--- src/rtl/spireg_pkg.sv ---
package spireg_pkg;
  localparam int BYTE_W   = 8;
  localparam int SHORT_AW = 6;
  localparam int LONG_AW  = 10;

  typedef enum logic [1:0] {ST_CMD, ST_CMD2, ST_DATA, ST_IGNORE} frame_st_t;

  // first command bit picks the two-byte format
  function automatic logic cmd_is_long(input logic [BYTE_W-1:0] b);
    return b[BYTE_W-1];
  endfunction

  function automatic logic [LONG_AW-1:0] short_addr(input logic [BYTE_W-1:0] b);
    return {{(LONG_AW-SHORT_AW){1'b0}}, b[SHORT_AW:1]};
  endfunction

  // upper seven address bits come from the first byte, lower three from the second
  function automatic logic [LONG_AW-1:0] long_addr(input logic [BYTE_W-2:0] hi,
                                                   input logic [2:0] lo_top);
    return {hi, lo_top};
  endfunction

  function automatic logic [LONG_AW-1:0] addr_next(input logic [LONG_AW-1:0] a);
    return a + 1'b1;
  endfunction
endpackage

--- src/rtl/spireg_sync.sv ---
module spireg_sync #(
  parameter int W      = 1,
  parameter int STAGES = 2,
  parameter logic [W-1:0] RST_VAL = '0
) (
  input  logic         clk_i,
  input  logic         rst_ni,
  input  logic [W-1:0] d_i,
  output logic [W-1:0] q_o
);
  logic [W-1:0] stage_q [STAGES];

  genvar g;
  generate
    for (g = 0; g < STAGES; g++) begin : g_stage
      if (g == 0) begin : g_first
        always_ff @(posedge clk_i or negedge rst_ni) begin
          if (!rst_ni) stage_q[g] <= RST_VAL;
          else         stage_q[g] <= d_i;
        end
      end else begin : g_next
        always_ff @(posedge clk_i or negedge rst_ni) begin
          if (!rst_ni) stage_q[g] <= RST_VAL;
          else         stage_q[g] <= stage_q[g-1];
        end
      end
    end
  endgenerate

  assign q_o = stage_q[STAGES-1];
endmodule

--- src/rtl/spireg_rx_byte.sv ---
module spireg_rx_byte #(
  parameter int BW = 8
) (
  input  logic          clk_i,
  input  logic          rst_ni,
  input  logic          clear_i,
  input  logic          sample_i,
  input  logic          bit_i,
  output logic          done_o,
  output logic [BW-1:0] byte_o
);
  localparam int CW = $clog2(BW);
  localparam logic [CW-1:0] LAST = CW'(BW - 1);

  logic [CW-1:0] cnt_q;
  logic [BW-2:0] sh_q;

  assign byte_o = {sh_q, bit_i};
  assign done_o = sample_i && (cnt_q == LAST);

  always_ff @(posedge clk_i or negedge rst_ni) begin
    if (!rst_ni) begin
      cnt_q <= '0;
      sh_q  <= '0;
    end else if (clear_i) begin
      cnt_q <= '0;
    end else if (sample_i) begin
      cnt_q <= cnt_q + 1'b1;
      sh_q  <= byte_o[BW-2:0];
    end
  end
endmodule

--- src/rtl/spireg_tx_byte.sv ---
module spireg_tx_byte #(
  parameter int BW = 8
) (
  input  logic          clk_i,
  input  logic          rst_ni,
  input  logic          clear_i,
  input  logic          load_i,
  input  logic [BW-1:0] data_i,
  input  logic          shift_i,
  output logic          bit_o
);
  logic [BW-1:0] sh_q;

  always_ff @(posedge clk_i or negedge rst_ni) begin
    if (!rst_ni) begin
      sh_q  <= '0;
      bit_o <= 1'b0;
    end else if (clear_i) begin
      sh_q  <= '0;
      bit_o <= 1'b0;
    end else if (load_i) begin
      sh_q  <= data_i;
    end else if (shift_i) begin
      bit_o <= sh_q[BW-1];
      sh_q  <= {sh_q[BW-2:0], 1'b0};
    end
  end
endmodule

--- src/rtl/spireg_slave.sv ---
module spireg_slave
  import spireg_pkg::*;
#(
  parameter int SYNC_STAGES = 2
) (
  input  logic               clk_i,
  input  logic               rst_ni,
  input  logic               sck_i,
  input  logic               cs_ni,
  input  logic               mosi_i,
  output logic               miso_o,
  output logic               bus_req_o,
  output logic               bus_we_o,
  output logic               bus_long_o,
  output logic [LONG_AW-1:0] bus_addr_o,
  output logic [BYTE_W-1:0]  bus_wdata_o,
  input  logic [BYTE_W-1:0]  bus_rdata_i
);
  logic sck_s, csn_s, mosi_s, sck_d;
  logic frame_act, sck_rise, sck_fall;
  logic byte_done;
  logic [BYTE_W-1:0] rx_byte;
  logic rd_pend_q, miso_q;

  frame_st_t st_q;
  logic [BYTE_W-2:0]  cmd_hi_q;
  logic [LONG_AW-1:0] addr_q;
  logic wr_q, lng_q;

  spireg_sync #(.W(3), .STAGES(SYNC_STAGES), .RST_VAL(3'b010)) u_sync (
    .clk_i (clk_i),
    .rst_ni(rst_ni),
    .d_i   ({sck_i, cs_ni, mosi_i}),
    .q_o   ({sck_s, csn_s, mosi_s})
  );

  always_ff @(posedge clk_i or negedge rst_ni) begin
    if (!rst_ni) sck_d <= 1'b0;
    else         sck_d <= sck_s;
  end

  // named events used by the checker
  assign frame_act = !csn_s;
  assign sck_rise  = frame_act && sck_s && !sck_d;
  assign sck_fall  = frame_act && !sck_s && sck_d;

  spireg_rx_byte #(.BW(BYTE_W)) u_rx (
    .clk_i   (clk_i),
    .rst_ni  (rst_ni),
    .clear_i (!frame_act),
    .sample_i(sck_rise),
    .bit_i   (mosi_s),
    .done_o  (byte_done),
    .byte_o  (rx_byte)
  );

  spireg_tx_byte #(.BW(BYTE_W)) u_tx (
    .clk_i  (clk_i),
    .rst_ni (rst_ni),
    .clear_i(!frame_act),
    .load_i (rd_pend_q),
    .data_i (bus_rdata_i),
    .shift_i(sck_fall),
    .bit_o  (miso_q)
  );

  assign miso_o = miso_q && !cs_ni;

  // frame sequencer: command decode, then data slots
  always_ff @(posedge clk_i or negedge rst_ni) begin
    if (!rst_ni) begin
      st_q        <= ST_CMD;
      cmd_hi_q    <= '0;
      addr_q      <= '0;
      wr_q        <= 1'b0;
      lng_q       <= 1'b0;
      bus_req_o   <= 1'b0;
      bus_we_o    <= 1'b0;
      bus_long_o  <= 1'b0;
      bus_addr_o  <= '0;
      bus_wdata_o <= '0;
      rd_pend_q   <= 1'b0;
    end else begin
      bus_req_o <= 1'b0;
      rd_pend_q <= bus_req_o && !bus_we_o && frame_act;
      if (!frame_act) begin
        st_q <= ST_CMD;
      end else if (byte_done) begin
        case (st_q)
          ST_CMD: begin
            if (cmd_is_long(rx_byte)) begin
              cmd_hi_q <= rx_byte[BYTE_W-2:0];
              st_q     <= ST_CMD2;
            end else begin
              addr_q <= short_addr(rx_byte);
              wr_q   <= rx_byte[0];
              lng_q  <= 1'b0;
              st_q   <= ST_DATA;
              if (!rx_byte[0]) begin
                bus_req_o  <= 1'b1;
                bus_we_o   <= 1'b0;
                bus_long_o <= 1'b0;
                bus_addr_o <= short_addr(rx_byte);
              end
            end
          end
          ST_CMD2: begin
            addr_q <= long_addr(cmd_hi_q, rx_byte[BYTE_W-1:BYTE_W-3]);
            wr_q   <= rx_byte[4];
            lng_q  <= 1'b1;
            st_q   <= ST_DATA;
            if (!rx_byte[4]) begin
              bus_req_o  <= 1'b1;
              bus_we_o   <= 1'b0;
              bus_long_o <= 1'b1;
              bus_addr_o <= long_addr(cmd_hi_q, rx_byte[BYTE_W-1:BYTE_W-3]);
            end
          end
          ST_DATA: begin
            if (wr_q) begin
              bus_req_o   <= 1'b1;
              bus_we_o    <= 1'b1;
              bus_long_o  <= lng_q;
              bus_addr_o  <= addr_q;
              bus_wdata_o <= rx_byte;
            end
            if (lng_q) begin
              addr_q <= addr_next(addr_q);
              if (!wr_q) begin
                bus_req_o  <= 1'b1;
                bus_we_o   <= 1'b0;
                bus_long_o <= 1'b1;
                bus_addr_o <= addr_next(addr_q);
              end
            end else begin
              st_q <= ST_IGNORE;
            end
          end
          default: st_q <= ST_IGNORE;
        endcase
      end
    end
  end
endmodule

--- config.mk ---
export PLATFORM = sky130hd
export DESIGN_NAME = spireg_slave
export DESIGN_NICKNAME = d
export VERILOG_FILES = /design/src/rtl/spireg_pkg.sv /design/src/rtl/spireg_sync.sv /design/src/rtl/spireg_rx_byte.sv /design/src/rtl/spireg_tx_byte.sv /design/src/rtl/spireg_slave.sv
export SDC_FILE = /design/constraint.sdc
export NUM_CORES = 1
export LEC_CHECK = 0
export BUFFER_PORTS_ARGS = -buffer_cell sky130_fd_sc_hd__buf_2
export CORE_AREA = 4 4 87 89
export CTS_CLUSTER_DIAMETER = 100
export DETAILED_ROUTE_END_ITERATION = 12
export DIE_AREA = 0 0 91 93
export GPL_TIMING_DRIVEN = 0
export HOLD_SLACK_MARGIN = 0.15
export PLACE_DENSITY = 0.8
export SETUP_SLACK_MARGIN = 0.3
export SYNTH_ARGS = -nofsm -noshare
export SYNTH_HDL_FRONTEND = slang
export SYNTH_HIERARCHICAL = 1
export SYNTH_SLANG_ARGS = --single-unit
--- constraint.sdc ---
create_clock -name clk_i -period 5.68 [get_ports clk_i]
set_clock_uncertainty 0.1 [all_clocks]
set_input_delay 0.284 -clock clk_i [delete_from_list [all_inputs] [get_ports clk_i]]
set_output_delay 0.284 -clock clk_i [all_outputs]
set_load 0.1 [all_outputs]
# After elaboration in Yosys (flattened, before gate mapping)
# Index checks and enable logic that the tools add are counted.
# totals
regBits,69
out_inout_bits,22
in_bits,13
elab_cells,106
# op_classes
n_eq_ne,9
n_addsub,2
n_reduce_logical,28
n_bitwise,1
n_mux,48
# op_table
cell,count
$mux 10,8
$pmux 10 s3,2
$mux 8,3
$mux 1,23
$reduce_and 4->1,3
$add 10x1->10 const B,1
$pmux 1 s3,3
$logic_and 1x1->1,8
$mux 2,4
$ne 2x2->1 const B,4
$reduce_bool 2->1,4
$mux 3,2
$pmux 2 s3,1
$reduce_and 2->1,3
$reduce_and 6->1,1
$reduce_bool 3->1,2
$logic_not 1->1,5
$reduce_and 5->1,1
$pmux 1 s2,2
$add 3x1->3 const B,1
$eq 3x3->1 const B,1
$ne 3x2->1 const B,1
$eq 2x1->1 const B,1
$eq 2x2->1 const B,1
other kinds (3),3

# Depth between registers and ports, before layout
# Gate-level depths: netlist of the first run.
# depth
depth_word,6
mapped_depth,9
mapped_depth_nobuf,8

# Hierarchy
# The synthesis of the first run kept the hierarchy.
# by_module_without_submodules
module,instances,area_per_inst_um2,seq_area_each_um2,cells_per_inst
spireg_slave,1,2534.9,1101.1,273
spireg_tx_byte,1,485.5,225.2,39
spireg_rx_byte,1,434.2,250.2,29
spireg_sync,1,175.2,152.6,9

# Least setup slack after synthesis of the first run
# Ideal clock, no wire load.
# synth_path
kind,register to register
start,register u_sync.stage_q (netlist bit u_sync/q_o[1])
end,register bus_addr_o[9]
period_less_slack_ns,2.330
arrival_ns,2.140
setup_time_ns,0.090
setup_slack_ns,3.350
stages_incl_launch_ff,9
t_required_ns,5.490
path_buffers,1
path_cell_list,dfstp_2 > buf_4 > nor3b_1 > and2_2 > nor3b_4 > nand3_4 > nor2_4 > o221ai_1 > o221ai_1
# synth_between
elab_chain_cells,5
word_cells_on_any_way,6
classes_between,bitwise: 1; reduce/logical: 5
# synth_lines
element,line_no,source
from (decl),spireg_sync.sv:11,logic [W-1:0] stage_q [STAGES];
"from (signal, indexed assignment)",spireg_sync.sv:24,else stage_q[g] <= stage_q[g-1];
$logic_not 1->1,spireg_slave.sv:43,assign frame_act = !csn_s;
$logic_and 1x1->1 (2 in a row),spireg_slave.sv:44,assign sck_rise = frame_act && sck_s && !sck_d;
via sck_rise,spireg_slave.sv:20,"logic frame_act, sck_rise, sck_fall;"
$logic_and 1x1->1,spireg_rx_byte.sv:19,assign done_o = sample_i && (cnt_q == LAST);
via byte_done,spireg_slave.sv:21,logic byte_done;
$reduce_and 6->1 (no source line),--,
to (signal assigned),spireg_slave.sv:103,bus_addr_o <= short_addr(rx_byte);
to (signal assigned),spireg_slave.sv:116,"bus_addr_o <= long_addr(cmd_hi_q, rx_byte[BYTE_W-1:BYTE_W-3]);"
to (signal assigned),spireg_slave.sv:124,bus_addr_o <= addr_q;
to (decl),spireg_slave.sv:15,"output logic [LONG_AW-1:0] bus_addr_o,"
# The timed path passes the listed nets, and every way through them passes these cells.
# A chain may end at the register's enable or synchronous reset.

# Worst setup path in the final report of the first run
# layout_path
start,register u_sync.stage_q (netlist bit u_sync/q_o[1])
end,register addr_q[2]
# layout_between
elab_chain_cells,5
word_cells_on_any_way,6
classes_between,bitwise: 1; reduce/logical: 5
# layout_lines
element,line_no,source
$logic_not 1->1,spireg_slave.sv:43,
$logic_and 1x1->1 (2 in a row),spireg_slave.sv:44,
via sck_rise,spireg_slave.sv:20,
$logic_and 1x1->1,spireg_rx_byte.sv:19,
via byte_done,spireg_slave.sv:21,
$reduce_and 5->1 (no source line),--,
to (signal assigned),spireg_slave.sv:95,addr_q <= short_addr(rx_byte);
to (signal assigned),spireg_slave.sv:108,"addr_q <= long_addr(cmd_hi_q, rx_byte[BYTE_W-1:BYTE_W-3]);"
to (signal assigned),spireg_slave.sv:128,addr_q <= addr_next(addr_q);
to (decl),spireg_slave.sv:27,logic [LONG_AW-1:0] addr_q;
# The timed path passes the listed nets, and every way through them passes these cells.

==> results of run 1 <==
-- cell usage after synthesis (5+ instances only) --
| library cell | count | share of area [%] |
|---|---|---|
| inv_1 | 8 | 0.83 |
| o221ai_1 | 5 | 1.2 |
| a21oi_1 | 22 | 3.0 |
| nand2_1 | 34 | 3.5 |
| buf_4 | 5 | 1.0 |
| o31ai_1 | 6 | 1.2 |
| nor2b_1 | 6 | 1.0 |
| o21ai_1 | 8 | 1.1 |
| nand3_1 | 8 | 1.1 |
| mux2_2 | 20 | 6.2 |
| mux2i_1 | 13 | 3.6 |
| buf_2 | 9 | 1.2 |
| dfrtp_1 | 67 | 46 |
| o21ai_0 | 23 | 3.2 |
| mux2_4 | 7 | 2.9 |
| nor2_1 | 30 | 3.1 |
| ha_1 | 7 | 2.4 |
| nor3b_1 | 7 | 1.4 |
-- stage by stage --
| stage | hold slack, ns | cell area (sq um) |
|---|---|---|
| finish | 0.247 | 4220 |
| global route | 0.262 | 4220 |
| CTS | 0.246 | 4220 |
| detailed placement | 0.237 | 3900 |
| global placement | 0.234 | 3900 |
| floorplan | -0.112 | 3630 |
-- logic make-up (layout without fill, tap and decap cells) --
family | count (synthesis) | after routing | synth area share, %
compound gates | 88 | 88 | 15.1
xor+xnor | 4 | 4 | 0.965
fa+ha+maj | 7 | 7 | 2.41
buf+inv | 32 | 94 | 4.76
flops | 69 | 69 | 47.6
mux | 40 | 40 | 12.7
simple gates | 110 | 110 | 16.4
-- flip-flops by register name, indices dropped and copies added (netlist names) --
register / cells
addr_q: 10
bus_addr_o: 10
bus_long_o: 1
bus_req_o: 1
bus_wdata_o: 8
bus_we_o: 1
cmd_hi_q: 7
lng_q: 1
rd_pend_q: 1
sck_d: 1
st_q: 2
u_rx/cnt_q: 3
u_rx/sh_q: 7
u_sync/q_o: 3
u_sync/stage_q: 3
u_tx/bit_o: 1
u_tx/sh_q: 8
wr_q: 1
-- routing by layer --
layer,vias up,GRT usage (%)
met3,24,5.55
met2,131,32.3
met5,-,0
li1,1362,-
met4,0,9.42
met1,1379,27.8
-- power groups by stage --
stage | registers [uW] | logic, uW | clock network [uW]
floorplan | 530 | 35.8 | 0
global placement | 539 | 56.4 | 0
detailed placement | 541 | 57.8 | 0
CTS | 532 | 64.4 | 401
global route | 534 | 71.7 | 426
finish | 531 | 64.4 | 391
-- final timing paths --
path | slack (ns) | startpoint | to
min in group asynchronous | 0.50 | rst_ni | u_tx/sh_q[7]$_DFFE_PN0P_
worst min register to register | 0.25 | u_sync/stage_q[4]$_DFF_PN1_ | u_sync/q_o[1]$_DFF_PN1_
max in group asynchronous | 4.45 | rst_ni | addr_q[5]$_DFFE_PN0P_
worst max register to register | 3.00 | u_sync/q_o[1]$_DFF_PN1_ | addr_q[2]$_DFFE_PN0P_
worst max-delay path | 3.00 | u_sync/q_o[1]$_DFF_PN1_ | addr_q[2]$_DFFE_PN0P_
worst min-delay path | 0.25 | u_sync/stage_q[4]$_DFF_PN1_ | u_sync/q_o[1]$_DFF_PN1_
-- cell type report --
| class | count | area (sq um) | area share [%] |
|---|---|---|---|
| Clock inverter | 4 | 47.5 | 1.13 |
| Multi-Input combinational cell | 249 | 1730 | 41.0 |
| Inverter | 9 | 33.8 | 0.801 |
| Sequential cell | 69 | 1730 | 41.0 |
| Buffer | 23 | 139 | 3.29 |
| Timing Repair Buffer | 46 | 293 | 6.95 |
| Tap cell | 80 | 100 | 2.37 |
| Clock buffer | 12 | 145 | 3.44 |
-- repair_timing --
action                                 in CTS  in global routing
hold buffers                               12                  0
endpoints found under the hold margin      78                  0
setup endpoints to repair                   0                  0
==> qor.csv, run 1 <==
metric,value,unit
dominant synthesized flop cell,dfrtp_1,
antenna violations before repair,0,
post-CTS sizing,0,
fraction of layout cells with a size suffix above 1,26.0,%
cell count after placement,464,
wire length on met2,3770,microns
WL/cell,16.6,microns
CP endpoint kind,flip-flop,
sequential share of the synthesized area,47.6,%
Yosys Warn Count,6,
Mapped Area,0.00363,sq mm
crit path buf inv count,2,
ANT nets after route,0,
hold depth,0,
core box area,0.00676,sq mm
Post-synth EDFFs,0,
fin cells,492,
largest net degree at the start of global routing,70,
Clock Path Buffers,2,
first-pass GRT wire length,14100,microns
Initial Util,53.7,%
CTS tree,yes,
status,completed,
metal3 WL,643,microns
Clock Power Share,39.7,%
post-layout minimum cycle time,2.68,ns
leak pwr,0.00199,uW
crit-path max FO,12,
Hold WC Path Type,flip-flop to flip-flop,
WP depth,8,
Post-Syn Instances,350,
Worst VDD drop,0.198,mV
sw frac,23.9,%
post-synthesis async set-or-reset flop share,100,%
IO Pins,35,
GRT Util Overall,21.0,%
Final #Nets,427,
Design Power,986,uW
htree depth,3,
"Slew Viols, Final",0,
synth unique cells,58,
GPL Wtd Cong,0.949,
slowest CP cell,nor3b_1,
"Clk Latency, worst-skew pair",0.34,ns
Layout area overhead,16.1,%
Tcrit/Tclk final,47.2,%
RSZ-0062 raised after global routing,false,
DRT met1 WL,3560,microns
max incr delay on CP,0.64,ns
share of power burned in registers,53.8,%
r2r worst-path depth,8,
critical path launch point type,flip-flop,
Synth Net Count,370,
Logic pwr share,6.5,%
clock sink total,69,
pwr/cell area,234,mW/mm^2
Post-CTS Repair Setup Buffers,0,
Final Worst Setup Slack,3.00,ns
total CTS buffers,9,
Initial DRT Pass Iterations,6,
NetSw,235,uW
Post-Syn Area per Cell,10.4,sq um
Via-to-Cell Ratio,5.89,
slew margin rel.,44.0,%
"Clk pin slew, worst setup/hold paths",0.07,ns
dpl hpwl,5560,microns
Max Clk Rate,0.373,GHz
count of final setup violators,0,
DRC errors left,0,
Critical Path AT,2.81,ns
WP data required,5.81,ns
Worst Max-Slew Pin Slew,0.839,ns
maxcap violations,0,
antenna cells,0,
DIE HEIGHT,93,microns
critical path class,flip-flop to flip-flop,
Hold Fails Final Rpt,0,
root buf cell,clkbuf_8,
Setup TNS Final,0,ns
crit-path leading delay family,simple AND/OR/NAND/NOR gates,
max layer used,met4,
Layout fillers,564,
pre-CTS WS,3.03,ns
"leading cell type in the layout, fill and taps excluded",dfrtp_1,
drt total wl,8180,microns
I/O Buffers,34,
die area,0.00846,sq mm
Die X,91,microns
total gr overflow,0,
Final Util,62.4,%
post-synthesis register bit count,69,
Power Internal,751,uW
most frequent cells in the layout,"dfrtp_1 (67), buf_2 (42), nand2_1 (34)",
CP Cell Sequence,"buf_4, nor3b_1, and2_2, nor3b_4, nand3_2, buf_2, o21ai_0, o31ai_1",
DRT iter0 DRCs,269,
routed vias,2896,
number of global-route vias before repair,2888,
row cnt,30,
Note: power is estimated with default switching activity, not from simulation.
==> inputs of run 2 (changes only) <==
--- a/config.mk
+++ b/config.mk
@@ -6,13 +6,13 @@
 export NUM_CORES = 1
 export LEC_CHECK = 0
 export BUFFER_PORTS_ARGS = -buffer_cell sky130_fd_sc_hd__buf_2
-export CORE_AREA = 4 4 87 89
+export CORE_AREA = 4 4 88 90
 export CTS_CLUSTER_DIAMETER = 100
 export DETAILED_ROUTE_END_ITERATION = 12
-export DIE_AREA = 0 0 91 93
+export DIE_AREA = 0 0 92 94
 export GPL_TIMING_DRIVEN = 0
 export HOLD_SLACK_MARGIN = 0.15
-export PLACE_DENSITY = 0.8
+export PLACE_DENSITY = 0.81
 export SETUP_SLACK_MARGIN = 0.3
 export SYNTH_ARGS = -nofsm -noshare
 export SYNTH_HDL_FRONTEND = slang
==> constraint.sdc (replaced) <==
create_clock -name clk_i -period 2.2 [get_ports clk_i]
set_clock_uncertainty 0.1 [all_clocks]
set_input_delay 0.11 -clock clk_i [delete_from_list [all_inputs] [get_ports clk_i]]
set_output_delay 0.11 -clock clk_i [all_outputs]
set_load 0.1 [all_outputs]
==> run 2 against run 1 <==
Maximum frequency up 35%; largest cell class is now multi-input gates; critical path type unchanged; wire length up 9.6%; highest routed layer unchanged; via count up 2.7%.
==> qor.csv, run 2 (synthesis gave the netlist of run 1 again) <==
metric,value,unit,change
status,completed,,unchanged
antenna violations before repair,0,,unchanged
IO Pins,35,,unchanged
GPL Wtd Cong,0.910,,was 0.949
WP data required,2.34,ns,was 5.81 ns
crit-path max FO,6,,was 12
end of the worst hold path,u_sync/q_o[2]$_DFF_PN0_,,was u_sync/q_o[1]$_DFF_PN1_
GRT Util Overall,21.7,%,was 21.0%
cell count after placement,483,,was 464
count of final setup violators,0,,unchanged
Reg2Reg Capture Point,addr_q[8]$_DFFE_PN0P_,,was addr_q[2]$_DFFE_PN0P_
Top Registers,"addr_q x10, bus_addr_o x10",,unchanged
Worst VDD drop,0.426,mV,was 0.198 mV
Max Clk Rate,0.505,GHz,was 0.373 GHz
dpl hpwl,5720,microns,was 5560 microns
slew margin rel.,41.6,%,was 44.0%
number of global-route vias before repair,2932,,was 2888
Initial DRT Pass Iterations,4,,was 6
routed vias,2973,,was 2896
"leading cell type in the layout, fill and taps excluded",dfrtp_1,,unchanged
Critical Path AT,2.13,ns,was 2.81 ns
Sequential cell area,0.00173,sq mm,about the same
Initial Util,51.4,%,was 53.7%
Final #Nets,438,,was 427
CTS tree,yes,,unchanged
pwr/cell area,599,mW/mm^2,was 234 mW/mm^2
total gr overflow,0,,unchanged
Tcrit/Tclk final,90.1,%,was 47.2%
total CTS buffers,9,,unchanged
htree depth,3,,unchanged
hold depth,0,,unchanged
worst reg-to-reg setup slack,0.22,ns,was 3.00 ns
CP endpoint kind,flip-flop,,unchanged
Via-to-Cell Ratio,5.70,,was 5.89
slowest CP cell,dfstp_2,,was nor3b_1
hold path startpoint,u_sync/stage_q[5]$_DFF_PN0_,,was u_sync/stage_q[4]$_DFF_PN1_
r2r worst-path depth,8,,unchanged
ANT nets after route,0,,unchanged
antenna cells,0,,unchanged
post-layout minimum cycle time,1.98,ns,was 2.68 ns
RSZ-0062 raised after global routing,true,,was false
max incr delay on CP,0.37,ns,was 0.64 ns
fin cells,522,,was 492
Worst R2R Start,u_sync/q_o[1]$_DFF_PN1_,,unchanged
leak pwr,0.00210,uW,was 0.00199 uW
Hold WC Path Type,flip-flop to flip-flop,,unchanged
core box area,0.00706,sq mm,was 0.00676 sq mm
Worst path most repeated cell,nor3b_4,,
"Slew Viols, Final",0,,unchanged
first-pass GRT wire length,14500,microns,was 14100 microns
critical path launch point type,flip-flop,,unchanged
WL/cell,17.2,microns,was 16.6 microns
CP Cell Sequence,"buf_8, nor3b_4, and2_4, nor3b_4, buf_6, and3_2, o21ai_0, a21o_1",,"was buf_4, nor3b_1, and2_2, nor3b_4, nand3_2, buf_2, o21ai_0, o31ai_1"
die area,0.00865,sq mm,was 0.00846 sq mm
maxcap violations,0,,unchanged
Setup TNS Final,0,ns,unchanged
Die X,92,microns,was 91 microns
Layout area overhead,25.3,%,was 16.1%
drt total wl,8970,microns,was 8180 microns
DRC errors left,0,,unchanged
Hold Fails Final Rpt,0,,unchanged
Design Power,2720,uW,was 986 uW
row cnt,31,,was 30
largest net degree at the start of global routing,70,,unchanged
I/O Buffers,34,,unchanged
design area,0.00455,sq mm,was 0.00422 sq mm
area of the multi-input gates,0.00187,sq mm,was 0.00173 sq mm
most frequent cells in the layout,"dfrtp_1 (66), buf_2 (41), nand2_1 (33)",,"was dfrtp_1 (67), buf_2 (42), nand2_1 (34)"
Final Util,64.4,%,was 62.4%
root buf cell,clkbuf_8,,unchanged
critical path class,flip-flop to flip-flop,,unchanged
Post-DP Area,0.00396,sq mm,was 0.00390 sq mm
Layout fillers,562,,was 564
DRT iter0 DRCs,242,,was 269
Clock Path Buffers,2,,unchanged
"Clk Latency, worst-skew pair",0.34,ns,about the same
"Clk pin slew, worst setup/hold paths",0.07,ns,about the same
DIE HEIGHT,94,microns,was 93 microns
fraction of layout cells with a size suffix above 1,34.0,%,was 26.0%
clock sink total,69,,unchanged
Worst Max-Slew Pin Slew,0.876,ns,was 0.839 ns
-- run 2: changes by cell type in the layout (fill, tap and decap cells not counted), moves of 3 or more --
cell and change:
nand3_4 +3, buf_6 +3, o31ai_1 -3, buf_4 +6, clkbuf_2 +4, clkbuf_1 -6, o21ai_0 -4
-- run 2: routing by layer --
metal | track usage, % | wire length (microns)
met5 | 0 | 0
met4 | 10.8 | 235
met3 | 5.13 | 491
met2 | 34.9 | 4390
met1 | 27.5 | 3850
-- run 2: power breakdown --
group | total (uW) | switching (uW) | internal, uW
Sequential | 1370 | 64.2 | 1310
Clock | 1160 | 492 | 667
Combinational | 191 | 107 | 84.3
-- run 2: repair_timing --
| item | in CTS | in global routing |
|---|---|---|
| endpoints found under the setup margin | 40 | 44 |
| cloned | 1 | 1 |
| setup buffers | 7 | 2 |
| pin swaps | 6 | 11 |
| gates resized for setup | 19 | 23 |
| hold buffers | 12 | 0 |
| hold endpoints to repair | 78 | 0 |
-- run 2: cell type report --
type,count,share of cell area (%)
multi-input cells,250,41.2
repair buffers,56,8.77
inverters,9,0.743
plain buffers,23,3.63
flip-flops and latches,69,38.0
clock buffers,10,3.03
well taps,99,2.72
clock inverters,6,1.90
-- run 2: per-stage QoR --
stage	setup slack, ns	hold slack, ns
final	0.218	0.254
after global routing	0.114	0.264
after CTS	0.238	0.252
after detailed placement	-0.0196	0.120
after global placement	-0.00625	0.118
after floorplan	0.235	-0.286
-- run 2: how the worst max path moves through the flow --
stage                       startpoint                        end  slack, ns  cells past startpoint
2_1_floorplan  u_sync/q_o[1]$_DFF_PN1_  bus_addr_o[9]$_DFFE_PN0P_       0.23                      8
3_3_place_gp   u_sync/q_o[1]$_DFF_PN1_      addr_q[8]$_DFFE_PN0P_     -0.006                      7
3_5_place_dp   u_sync/q_o[1]$_DFF_PN1_      addr_q[8]$_DFFE_PN0P_      -0.02                      7
4_1_cts        u_sync/q_o[1]$_DFF_PN1_  bus_addr_o[9]$_DFFE_PN0P_       0.24                      9
5_1_grt        u_sync/q_o[1]$_DFF_PN1_  bus_addr_o[8]$_DFFE_PN0P_       0.11                     10
6_report       u_sync/q_o[1]$_DFF_PN1_      addr_q[8]$_DFFE_PN0P_       0.22                      8
-- run 2: worst max-delay path, delay by kind of cell (launching register included) --
family | cells | cell delay, ns
simple gates | 4 | 0.83
compound gates | 2 | 0.31
flops | 1 | 0.37
buf+inv | 2 | 0.26
